===== src/rtl/fxmul_pkg.sv =====
package fxmul_pkg;

  // Rounding applied to the bits discarded by the fractional rescale.
  typedef enum logic [1:0] {
    RND_NEAR_UP   = 2'b00,
    RND_NEAR_EVEN = 2'b01,
    RND_TRUNC     = 2'b10,
    RND_JAM_ODD   = 2'b11
  } rnd_mode_e;

endpackage


===== src/rtl/fxmul_product.sv =====
// Operand select and exact double-width signed product.
module fxmul_product #(
  parameter int SEW = 16
) (
  input  logic [SEW-1:0]          a,
  input  logic [SEW-1:0]          b_vec,
  input  logic [SEW-1:0]          b_scalar,
  input  logic                    use_scalar,
  output logic signed [2*SEW-1:0] prod
);
  localparam int PW = 2 * SEW;

  logic [SEW-1:0] b_sel;
  logic [PW-1:0]  a_ext;
  logic [PW-1:0]  b_ext;

  assign b_sel = use_scalar ? b_scalar : b_vec;

  // Sign-extend both to full width so the low PW bits of the product are exact.
  assign a_ext = {{SEW{a[SEW-1]}}, a};
  assign b_ext = {{SEW{b_sel[SEW-1]}}, b_sel};
  assign prod  = $signed(a_ext) * $signed(b_ext);

endmodule


===== src/rtl/fxmul_round.sv =====
// Rescale by SEW-1 and apply the selected rounding increment.
module fxmul_round
  import fxmul_pkg::*;
#(
  parameter int SEW = 16
) (
  input  logic signed [2*SEW-1:0] prod,
  input  rnd_mode_e               mode,
  output logic signed [SEW+1:0]   rounded
);
  localparam int PW = 2 * SEW;
  localparam int SH = SEW - 1;
  localparam int QW = PW - SH;

  logic [QW-1:0] q;
  logic          lsb;
  logic          guard;
  logic          sticky;
  logic          inc;

  assign q      = prod[PW-1:SH];
  assign lsb    = prod[SH];
  assign guard  = prod[SH-1];
  assign sticky = |prod[SH-2:0];

  always_comb begin
    unique case (mode)
      RND_NEAR_UP:   inc = guard;
      RND_NEAR_EVEN: inc = guard & (sticky | lsb);
      RND_TRUNC:     inc = 1'b0;
      RND_JAM_ODD:   inc = ~lsb & (guard | sticky);
      default:       inc = 1'b0;
    endcase
  end

  // One spare bit above the sign keeps the increment from wrapping.
  assign rounded = $signed({q[QW-1], q}) + $signed({{(SEW+1){1'b0}}, inc});

endmodule


===== src/rtl/fxmul_clamp.sv =====
// Clip a widened signed value into the SEW-bit signed range.
module fxmul_clamp #(
  parameter int SEW = 16
) (
  input  logic signed [SEW+1:0] v,
  output logic [SEW-1:0]        res,
  output logic                  sat
);
  localparam logic signed [SEW+1:0] HI = {3'b000, {(SEW-1){1'b1}}};
  localparam logic signed [SEW+1:0] LO = {3'b111, {(SEW-1){1'b0}}};
  localparam logic [SEW-1:0] MAX_POS = {1'b0, {(SEW-1){1'b1}}};
  localparam logic [SEW-1:0] MIN_NEG = {1'b1, {(SEW-1){1'b0}}};

  always_comb begin
    if (v > HI) begin
      res = MAX_POS;
      sat = 1'b1;
    end else if (v < LO) begin
      res = MIN_NEG;
      sat = 1'b1;
    end else begin
      res = v[SEW-1:0];
      sat = 1'b0;
    end
  end

endmodule


===== src/rtl/fxmul_lane.sv =====
// Two-stage valid/ready fractional multiply lane.
module fxmul_lane
  import fxmul_pkg::*;
#(
  parameter int SEW = 16
) (
  input  logic           clk,
  input  logic           rst_n,
  input  logic           in_valid,
  output logic           in_ready,
  input  logic [SEW-1:0] in_a,
  input  logic [SEW-1:0] in_b_vec,
  input  logic [SEW-1:0] in_b_scalar,
  input  logic           in_use_scalar,
  input  logic [1:0]     in_mode,
  output logic           out_valid,
  input  logic           out_ready,
  output logic [SEW-1:0] out_data,
  output logic           out_sat
);
  localparam int PW = 2 * SEW;
  localparam logic signed [PW-1:0] MINMIN = {2'b01, {(PW-2){1'b0}}};
  localparam logic [SEW-1:0] MAX_POS = {1'b0, {(SEW-1){1'b1}}};

  // Global advance: the pipeline moves when the output slot is free or drains.
  logic adv;
  assign adv      = !out_valid || out_ready;
  assign in_ready = adv;

  // Stage 1: product
  logic signed [PW-1:0] prod_in;
  logic                 s1_valid;
  logic signed [PW-1:0] s1_prod;
  rnd_mode_e            s1_mode;

  fxmul_product #(.SEW(SEW)) u_product (
    .a          (in_a),
    .b_vec      (in_b_vec),
    .b_scalar   (in_b_scalar),
    .use_scalar (in_use_scalar),
    .prod       (prod_in)
  );

  always_ff @(posedge clk or negedge rst_n) begin
    if (!rst_n) begin
      s1_valid <= 1'b0;
      s1_prod  <= '0;
      s1_mode  <= RND_NEAR_UP;
    end else if (adv) begin
      s1_valid <= in_valid;
      if (in_valid) begin
        s1_prod <= prod_in;
        s1_mode <= rnd_mode_e'(in_mode);
      end
    end
  end

  // Stage 2: round, clamp, register
  logic signed [SEW+1:0] rounded;
  logic [SEW-1:0]        clamped;
  logic                  clamp_sat;

  fxmul_round #(.SEW(SEW)) u_round (
    .prod    (s1_prod),
    .mode    (s1_mode),
    .rounded (rounded)
  );

  fxmul_clamp #(.SEW(SEW)) u_clamp (
    .v   (rounded),
    .res (clamped),
    .sat (clamp_sat)
  );

  always_ff @(posedge clk or negedge rst_n) begin
    if (!rst_n) begin
      out_valid <= 1'b0;
      out_data  <= '0;
      out_sat   <= 1'b0;
    end else if (adv) begin
      out_valid <= s1_valid;
      if (s1_valid) begin
        out_data <= clamped;
        out_sat  <= clamp_sat;
      end
    end
  end

  // Assertions
  a_r6_sat_is_max: assert property (@(posedge clk) disable iff (!rst_n)
    (out_valid && out_sat) |-> (out_data == MAX_POS));

  a_r7_sat_only_minmin: assert property (@(posedge clk) disable iff (!rst_n)
    (s1_valid && adv) |=> (out_sat == ($past(s1_prod) == MINMIN)));

  a_r8_stage1_fill: assert property (@(posedge clk) disable iff (!rst_n)
    (in_valid && in_ready) |=> s1_valid);

  a_r8_stage2_fill: assert property (@(posedge clk) disable iff (!rst_n)
    (s1_valid && adv) |=> out_valid);

  a_r9_hold_output: assert property (@(posedge clk) disable iff (!rst_n)
    (out_valid && !out_ready) |=> (out_valid && $stable(out_data) && $stable(out_sat)));

  a_r10_no_accept_on_stall: assert property (@(posedge clk) disable iff (!rst_n)
    (out_valid && !out_ready) |-> !in_ready);

endmodule


===== config.mk =====
export PLATFORM = sky130hd
export DESIGN_NAME = fxmul_lane
export DESIGN_NICKNAME = d
export VERILOG_FILES = /design/src/rtl/fxmul_pkg.sv /design/src/rtl/fxmul_product.sv /design/src/rtl/fxmul_round.sv /design/src/rtl/fxmul_clamp.sv /design/src/rtl/fxmul_lane.sv
export SDC_FILE = /design/constraint.sdc
export NUM_CORES = 1
export LEC_CHECK = 0
export BUFFER_PORTS_ARGS = -buffer_cell sky130_fd_sc_hd__buf_4
export CAP_MARGIN = 20
export CORE_MARGIN = 2
export CORE_UTILIZATION = 63
export CTS_CLUSTER_SIZE = 25
export DETAILED_ROUTE_END_ITERATION = 6
export GPL_ROUTABILITY_DRIVEN = 0
export GPL_TIMING_DRIVEN = 0
export PLACE_DENSITY = 0.89
export SKIP_CTS_REPAIR_TIMING = 1
export SLEW_MARGIN = 40
export SYNTH_ARGS = -nofsm -noshare
export SYNTH_HDL_FRONTEND = slang
export SYNTH_SLANG_ARGS = --single-unit

===== constraint.sdc =====
create_clock -name clk -period 4.3 [get_ports clk]
set_clock_uncertainty 0.15 [all_clocks]
set_input_delay 0.215 -clock clk [delete_from_list [all_inputs] [get_ports clk]]
set_output_delay 0.215 -clock clk [all_outputs]
set_load 0.01 [all_outputs]

==> metrics.md, run 1 <==
| Metric | Value |
|---|---|
| Clk sink count | `53` |
| DRC Markers | `67` |
| CTS Buf Count | `5` |
| N_diodes | `0` |
| Crit path cell chain | `clkbuf_16 -> clkbuf_16 -> mux2_4 -> buf_8 -> nand2_1 -> fa_1 -> inv_1 -> fa_1 -> fa_1 -> fa_1 -> fa_1 -> inv_1 -> fa_1 -> inv_1 -> ha_4 -> a21o_1 -> a21oi_2 -> nor2b_2 -> a221o_1 -> a221oi_2 -> or4b_1 -> nand3_1` |
| FF-to-FF path depth | `15` |
| Arrival @ worst endpoint | `6.44 ns` |
| Max-Cap Viols | `0` |
| Crit path capture type | `flip-flop` |
| Util after Layout | `77.0%` |
| Final slew viol count | `0` |
| Largest net degree at the start of global routing | `54` |
| Slowest-stage cell, CP | `fa_1` |
| Crit-path leading delay family | `adder cells` |
| Final Net Count | `1922` |
| Worst path buffer plus inverter count | `6` |
| Placed Area | `13800 sq um` |
| RSZ-0062 raised after global routing | `true` |
| Most frequent cells in the layout | `inv_1, fa_1, nand2_1` |
| Setup-failing EPs final | `25` |
| Clk Latency, worst-skew pair | `0.29 ns` |
| Finished Layout Cells | `1787` |
| Most numerous cell on the critical path | `fa_1` |
| Synth Instances | `1383` |
| Period utilisation layout | `148%` |
| Critical-path maximum fanout | `8` |
| First-pass GRT wire length | `52000 um` |
| Vias/cell | `6.14` |
| Row cnt | `51` |
| Die Span Y | `145 um` |
| Failing checks | `DRC, setup timing` |
| Total global-route track usage | `30.9%` |
| WP data required | `4.37 ns` |
| Clk slew on worst S/H paths | `0.07 ns` |
| Total number of vias | `11000` |
| Status | `finished, violations left` |
| Synth area leader | `fa_1` |
| Post-synth EDFFs | `0` |
| Post-synthesis async set-or-reset flop share | `100%` |
| Worst hold stages | `2` |
| Final WS setup | `-2.06 ns` |
| Final instance area | `15000 sq um` |
| Hold Crit Class | `in -> reg` |
| Tmin final | `6.36 ns` |
| Initial antenna violation count | `1` |
| Worst Hold Path EP | `s1_prod[0]$_DFFE_PN0P_` |
| Most used DFF post-synth | `dfrtp_1` |
| Routed WL | `39600 um` |
| Final hold violations | `0` |
| Yosys cell types | `55` |
| Critical path class | `in -> reg` |
| Vias in the first global route | `11000` |
| Commonest non-fill, non-tap cell in the layout | `inv_1` |
| Worst-Margin Slew | `0.831 ns` |
| Initial Util | `64.3%` |
| WL/cell | `22.1 um` |
| First-pass detailed-route iteration total | `7` |
| Yosys warns | `0` |
| Worst R2R End | `out_data[9]$_DFFE_PN0P_` |
| Worst slew margin | `43.5%` |
| Hold_sp | `in_a[0]` |
| Sequential area share after synthesis | `10.6%` |
| Share of cells above drive strength 1 | `21.8%` |
| DIE WIDTH | `145 um` |
| Synthesis-to-layout area growth | `19.6%` |
| Critical Path Start Type | `primary input` |
| GR Overflow Total | `0` |
| Top cells by area, synth | `fa_1, dfrtp_1, inv_1` |
| CTS Root Cell | `clkbuf_16` |
| Syn Nets | `1784` |
| Core ar. | `19500 sq um` |
| Inst Count DP | `1720` |
| H-tree levels | `2` |
| R2R setup slack | `1.06 ns` |
| Synth top area share | `41.9%` |
| HPWL after detailed placement | `25700 um` |
| Cell Area, Synth | `12500 sq um` |
| DR iter-0 viols | `1135` |
| Fmax | `0.157 GHz` |
| Max incr delay on CP | `0.77 ns` |
| I/O pin cnt | `74` |
| IO Port Bufs | `72` |
| Die ar. | `21000 sq um` |
| CTS max path bufs | `2` |
| FF+latch count, synth | `53` |
| Avg Inst Size Synth | `9.05 sq um` |
| Final antenna-violating net count | `0` |
| CTS tree | `built` |
| Worst R2R Start | `s1_prod[1]$_DFFE_PN0P_` |
==> flip-flops by register name, summed over array words and instances (netlist names) <==
register	cells
out_data	16
out_sat	1
out_valid	1
s1_mode	2
s1_prod	32
s1_valid	1
==> layer usage <==
layer	vias up	GRT usage (%)	part of all wire, %
li1	4414	-	-
met1	5326	35.9	31
met2	891	54.2	47
met3	345	5.50	12
met4	2	17.0	8.8
met5	-	0	0.043
==> cells by family after synthesis <==
| family | Yosys count | synth area share, % |
|---|---|---|
| mux | 17 | 1.48 |
| simple gates | 425 | 16.5 |
| flops | 53 | 10.6 |
| compound gates | 127 | 6.77 |
| xor+xnor | 45 | 3.15 |
| fa+ha+maj | 346 | 50.3 |
| buf+inv | 370 | 11.2 |
==> cell type report <==
cell class	instances	area (sq um)
Clock buffer	5	125
Sequential cell	53	1330
Multi-Input combinational cell	960	10500
Inverter	320	1200
Buffer	48	383
Clock inverter	3	21.3
Fill cell	1057	4490
Tap cell	265	332
Timing Repair Buffer	133	1080
==> cells in the mapped netlist (20+ instances only) <==
cell,instances
nor2b_1,43
nor2_1,41
o21ai_0,20
clkbuf_1,44
xnor2_1,29
fa_1,262
and2_1,77
a21oi_1,31
dfrtp_1,53
nand2_1,196
ha_1,84
o21ai_1,20
inv_1,320
==> through the flow <==
step	setup WS, ns	TNS, ns	hold WS, ns
3_3_place_gp	-2.30	-41.66	0.138
2_1_floorplan	-1.73	-28.98	-0.231
4_1_cts	-2.10	-36.22	-0.163
3_5_place_dp	-2.37	-43.62	0.153
5_1_grt	-2.14	-38.89	0.118
6_report	-2.06	-35.91	0.130
==> worst max-delay path by stage <==
stage / endpoint / slack, ns / from / depth (start not counted)
finish: s1_prod[24]$_DFFE_PN0P_ / -2.06 / in_use_scalar / 22
global route: s1_prod[24]$_DFFE_PN0P_ / -2.14 / in_use_scalar / 22
CTS: s1_prod[29]$_DFFE_PN0P_ / -2.10 / in_use_scalar / 23
detailed placement: s1_prod[29]$_DFFE_PN0P_ / -2.37 / in_use_scalar / 23
global placement: s1_prod[29]$_DFFE_PN0P_ / -2.30 / in_use_scalar / 23
floorplan: s1_prod[28]$_DFFE_PN0P_ / -1.73 / in_use_scalar / 23
Power of run 1 is not shown: default switching activity piles up to over one toggle a cycle in this logic, so the estimate is an artifact.
==> inputs of run 2 (changes only) <==
--- a/config.mk
+++ b/config.mk
@@ -8,13 +8,12 @@
 export BUFFER_PORTS_ARGS = -buffer_cell sky130_fd_sc_hd__buf_4
 export CAP_MARGIN = 20
 export CORE_MARGIN = 2
-export CORE_UTILIZATION = 63
+export CORE_UTILIZATION = 30
 export CTS_CLUSTER_SIZE = 25
 export DETAILED_ROUTE_END_ITERATION = 6
 export GPL_ROUTABILITY_DRIVEN = 0
 export GPL_TIMING_DRIVEN = 0
-export PLACE_DENSITY = 0.89
-export SKIP_CTS_REPAIR_TIMING = 1
+export PLACE_DENSITY = 0.52
 export SLEW_MARGIN = 40
 export SYNTH_ARGS = -nofsm -noshare
 export SYNTH_HDL_FRONTEND = slang
==> constraint.sdc (replaced) <==
create_clock -name clk -period 4.3 [get_ports clk]
set_clock_uncertainty 0.15 [all_clocks]
set_input_delay 0.215 -clock clk [delete_from_list [all_inputs] [get_ports clk]]
set_output_delay 0.215 -clock clk [all_outputs]
set_load 0.05 [all_outputs]
==> run 2 against run 1 <==
Compared with the run above:
- the run ends with setup timing left
- setup slack better by 0.44 ns
- non-clock buffer count grew 4
- count of clock-buffer cells in the layout is the same
- flip-flop and latch count did not move
- cell count grew 15%
==> metrics.md, run 2 (synthesis results as in run 1) <==
| Metric | Value |
|---|---|
| Worst-Margin Slew | `0.722 ns` |
| Status | `finished, violations left` |
| Die Span Y | `208 um` |
| GR Overflow Total | `0` |
| Largest net degree at the start of global routing | `54` |
| First-pass GRT wire length | `57400 um` |
| Final slew viol count | `0` |
| H-tree levels | `2` |
| Commonest non-fill, non-tap cell in the layout | `inv_1` |
| Total number of vias | `9572` |
| Final hold violations | `0` |
| Routed WL | `34900 um` |
| Worst Setup SP | `in_use_scalar` |
| Number of flip-flops in the largest register | `32` |
| Row cnt | `74` |
| Final Net Count | `1926` |
| Clk sink count | `53` |
| FILL cells | `4154` |
| CTS Root Cell | `clkbuf_16` |
| Hold Crit Class | `in -> reg` |
| Core ar. | `41000 sq um` |
| Arrival @ worst endpoint | `5.95 ns` |
| Most frequent cells in the layout | `inv_1, fa_1, nand2_1` |
| Worst slew margin | `50.9%` |
| CTS max path bufs | `2` |
| R2R setup slack | `1.27 ns` |
| Final antenna-violating net count | `0` |
| Inst Count DP | `1987` |
| Area of the multi-input gates | `10600 sq um` |
| Critical Path Start Type | `primary input` |
| Synthesis-to-layout area growth | `24.1%` |
| CTS tree | `built` |
| DIE WIDTH | `208 um` |
| Fmax | `0.169 GHz` |
| Crit path capture type | `flip-flop` |
| Worst Hold Path EP | `s1_prod[0]$_DFFE_PN0P_` |
| Total global-route track usage | `16.8%` |
| WP data required | `4.33 ns` |
| Hold_sp | `in_a[0]` |
| CTS Buf Count | `5` |
| RSZ-0062 raised after global routing | `true` |
| First-pass detailed-route iteration total | `4` |
| Register area | `1330 sq um` |
| N_diodes | `0` |
| Initial antenna violation count | `2` |
| FF-to-FF path depth | `15` |
| Failing checks | `setup timing` |
| Clk Latency, worst-skew pair | `0.29 ns` |
| Critical-path maximum fanout | `8` |
| Finished Layout Cells | `2057` |
| DRC Markers | `0` |
| WL/cell | `17.0 um` |
| I/O pin cnt | `74` |
| Vias/cell | `4.65` |
| HPWL after detailed placement | `28600 um` |
| Tmin final | `5.92 ns` |
| Initial Util | `30.5%` |
| Biggest regs | `s1_prod: 32 flops, out_data: 16 flops, s1_mode: 2 flops` |
| IO Port Bufs | `72` |
| Share of cells above drive strength 1 | `23.0%` |
| Setup-failing EPs final | `25` |
| Worst R2R End | `out_data[11]$_DFFE_PN0P_` |
| Clk slew on worst S/H paths | `0.07 ns` |
| Die ar. | `43400 sq um` |
| Period utilisation layout | `138%` |
| DR iter-0 viols | `372` |
| Vias in the first global route | `10700` |
| Max-Cap Viols | `0` |
| Critical path class | `in -> reg` |
| Worst R2R Start | `s1_prod[8]$_DFFE_PN0P_` |
| Final WS setup | `-1.62 ns` |
| Worst hold stages | `2` |
| Biggest register | `s1_prod` |
[run 2: cell types whose count changed in the layout (fill, tap and decap cells not counted), sizes merged]
cell / delta
inv: -1
bufinv: +1
clkbuf: +8
clkinvlp: -1
buf: -4
[run 2: what timing repair did]
| item | in CTS | in global routing |
|---|---|---|
| pin swaps | 91 | 30 |
| endpoints found under the hold margin | 55 | 0 |
| gates cloned | 1 | 0 |
| setup buffers | 48 | 14 |
| setup endpoints to repair | 26 | 26 |
| hold buffers | 3 | 0 |
| gates resized for setup | 142 | 53 |
[run 2: critical path, cell delays in order]
cell	delay (ns)
clkbuf_16	0.16
buf_12	0.14
mux2_4	0.22
clkbuf_16	0.15
nand2_4	0.05
fa_1	0.54
inv_2	0.05
fa_1	0.49
inv_2	0.04
fa_1	0.51
inv_2	0.04
fa_1	0.47
fa_1	0.53
inv_2	0.04
fa_2	0.57
inv_2	0.05
ha_4	0.27
a21oi_4	0.18
o211ai_1	0.16
a31o_2	0.24
a31oi_4	0.20
nor3_2	0.06
or4_1	0.46
o311ai_1	0.09
[run 2: how the worst max path moves through the flow]
stage	end	slack, ns
after detailed placement	s1_prod[29]$_DFFE_PN0P_	-2.62
after global placement	s1_prod[29]$_DFFE_PN0P_	-2.57
after global routing	s1_prod[29]$_DFFE_PN0P_	-1.79
after floorplan	s1_prod[28]$_DFFE_PN0P_	-1.73
after CTS	s1_prod[29]$_DFFE_PN0P_	-1.60
final	s1_prod[29]$_DFFE_PN0P_	-1.62
[run 2: per-stage QoR]
stage                     hold WS [ns]  util, %  setup TNS, ns  worst slack (ns)  instance area [sq um]
after floorplan                 -0.231        -         -28.98             -1.73                  12900
after global placement           0.157     34.3         -48.57             -2.57                  14100
after detailed placement         0.161     34.3         -48.12             -2.62                  14100
after CTS                       0.0912     37.1         -30.39             -1.60                  15200
after global routing            0.0883     37.9         -35.94             -1.79                  15500
final                           0.0971     37.9         -31.51             -1.62                  15500
[run 2: area by class of cell]
type	instances	area share [%]
buffer	48	2.96
clock buffer	5	0.805
clock inverter	2	0.225
inverter	320	7.74
multi-input combinational	960	68.1
sequential	53	8.53
tap	532	4.28
timing repair buffer	137	7.30
[run 2: per-layer routing]
layer	track usage [%]	share of wire [%]	wire, um	vias up
li1	-	-	-	4417
met1	21.5	42	14800	4905
met2	29.7	51	17700	190
met3	1.63	3.3	1160	60
met4	5.93	3.7	1280	0
met5	0	0	0	-
Power of run 2 is left out for the same reason.
==> inputs of run 3 (changes only) <==
--- a/config.mk
+++ b/config.mk
@@ -14,6 +14,7 @@
 export GPL_ROUTABILITY_DRIVEN = 0
 export GPL_TIMING_DRIVEN = 0
 export PLACE_DENSITY = 0.52
+export SETUP_SLACK_MARGIN = 0.15
 export SLEW_MARGIN = 40
 export SYNTH_ARGS = -nofsm -noshare
 export SYNTH_HDL_FRONTEND = slang
==> run 3 against run 2 <==
Compared with the run above:
- the flow still finishes with violations (setup timing)
- utilization grew 0.81 points
- setup slack lost 0.024 ns
- routed wire length grew 0.82%
- hold slack lost 0.0032 ns
- count of clock-buffer cells in the layout is the same
- largest cell class unchanged
- highest routed layer unchanged
- die area is the same
- via count grew 0.61%
- critical path type unchanged
==> metrics.md, run 3 (synthesis results as in run 1) <==
| Metric | Value |
|---|---|
| Setup-failing EPs final | `25` |
| Hold_sp | `in_a[0]` |
| Failing checks | `setup timing` |
| Max-Cap Viols | `0` |
| Row cnt | `74` |
| Initial antenna violation count | `2` |
| Vias in the first global route | `10800` |
| Worst-Margin Slew | `0.693 ns` |
| Status | `finished, violations left` |
| GR Overflow Total | `0` |
| Tmin final | `5.95 ns` |
| Final slew viol count | `0` |
| Final antenna-violating net count | `0` |
| Final hold violations | `0` |
| Core ar. | `41000 sq um` |
| CTS max path bufs | `2` |
| Biggest regs | `s1_prod: 32 flops, out_data: 16 flops, s1_mode: 2 flops` |
| H-tree levels | `2` |
| CTS tree | `built` |
| Critical Path Start Type | `primary input` |
| Clk sink count | `53` |
| CTS Root Cell | `clkbuf_16` |
| Final WS setup | `-1.65 ns` |
| Clk Latency, worst-skew pair | `0.29 ns` |
| DR iter-0 viols | `476` |
| Hold Crit Class | `in -> reg` |
| Die ar. | `43400 sq um` |
| Commonest non-fill, non-tap cell in the layout | `inv_1` |
| Routed WL | `35200 um` |
| DIE WIDTH | `208 um` |
| Pre-CTS setup slack | `-2.52 ns` |
| Vias/cell | `4.63` |
| Critical-path maximum fanout | `10` |
| HPWL after detailed placement | `28400 um` |
| Biggest register | `s1_prod` |
| Crit path capture type | `flip-flop` |
| Largest net degree at the start of global routing | `54` |
| Most frequent cells in the layout | `inv_1, fa_1, nand2_1` |
| Worst R2R Start | `s1_prod[0]$_DFFE_PN0P_` |
| Worst Setup SP | `in_use_scalar` |
| WP data required | `4.34 ns` |
| Synthesis-to-layout area growth | `26.8%` |
| Total number of vias | `9630` |
| Worst slew margin | `53.8%` |
| Clk slew on worst S/H paths | `0.07 ns` |
| Die Span Y | `208 um` |
| Hold slack final | `0.0939 ns` |
| WL/cell | `16.9 um` |
| CTS Buf Count | `5` |
| Placed Area | `14100 sq um` |
| Arrival @ worst endpoint | `5.99 ns` |
| N_diodes | `0` |
| Critical path class | `in -> reg` |
| Final instance area | `15900 sq um` |
| IO Port Bufs | `72` |
| Share of cells above drive strength 1 | `25.9%` |
| Util after Layout | `38.7%` |
| Number of flip-flops in the largest register | `32` |
| RSZ-0062 raised after global routing | `true` |
| Fmax | `0.168 GHz` |
| Total global-route track usage | `17.0%` |
| I/O pin cnt | `74` |
| First-pass GRT wire length | `57800 um` |
| Period utilisation layout | `138%` |
| First-pass detailed-route iteration total | `5` |
| Final Net Count | `1947` |
| Initial Util | `30.5%` |
| DRC Markers | `0` |
-- run 3: cell count changes in the layout (fill, tap and decap cells not counted), sizes merged --
| cell | change |
|---|---|
| clkbuf | +1 |
| clkinv | -1 |
| inv | +1 |
| buf | +20 |
-- run 3: what timing repair did --
action                                 in CTS  in global routing
cloned                                      1                  0
endpoints found under the hold margin      55                  0
hold buffers                                3                  0
buffers inserted                           61                 19
pin swaps                                 111                 61
resized for setup                         165                 72
setup endpoints to repair                  26                 26
-- run 3: critical path: stages --
cell and delay (ns):
clkbuf_16 0.16, buf_12 0.14, mux2_4 0.33, buf_12 0.16
nand2_4 0.08, inv_2 0.04, fa_2 0.60, fa_2 0.50
buf_6 0.15, fa_1 0.54, fa_1 0.45, fa_1 0.51
inv_1 0.05, fa_1 0.53, inv_1 0.05, ha_1 0.27
clkbuf_8 0.14, a21oi_2 0.13, nor2b_1 0.07, o21ai_1 0.17
o21ai_1 0.10, or4_1 0.51, o311ai_1 0.08
-- run 3: final timing paths --
path                                           endpoint  slack, ns  cells after the start
worst min-delay path             s1_prod[0]$_DFFE_PN0P_       0.09                      2
min in group asynchronous       out_data[4]$_DFFE_PN0P_       0.37                      2
worst max-delay path            s1_prod[29]$_DFFE_PN0P_      -1.65                     23
worst min register to register   s1_prod[1]$_DFFE_PN0P_       0.33                      2
max in group asynchronous       s1_prod[17]$_DFFE_PN0P_       3.17                      2
worst max register to register  out_data[7]$_DFFE_PN0P_       1.25                     15
-- run 3: cell type report --
class | count | area [sq um]
fill | 4113 | 25100
multi-input combinational | 960 | 10700
timing repair buffer | 156 | 1350
sequential | 53 | 1330
inverter | 320 | 1200
tap | 532 | 666
buffer | 50 | 508
clock buffer | 5 | 125
clock inverter | 2 | 38.8
-- run 3: per-layer routing --
metal  track usage [%]  wire length (um)
met1              21.9             15000
met2              30.6             18100
met3              1.21              1040
met4              4.74              1090
met5                 0                 0
-- run 3: metrics by stage --
stage	TNS, ns	cells
2_1_floorplan	-28.99	1383
3_3_place_gp	-48.77	1987
3_5_place_dp	-49.18	1987
4_1_cts	-30.29	2059
5_1_grt	-35.12	2078
6_report	-31.09	2078
Power of run 3 is left out for the same reason.
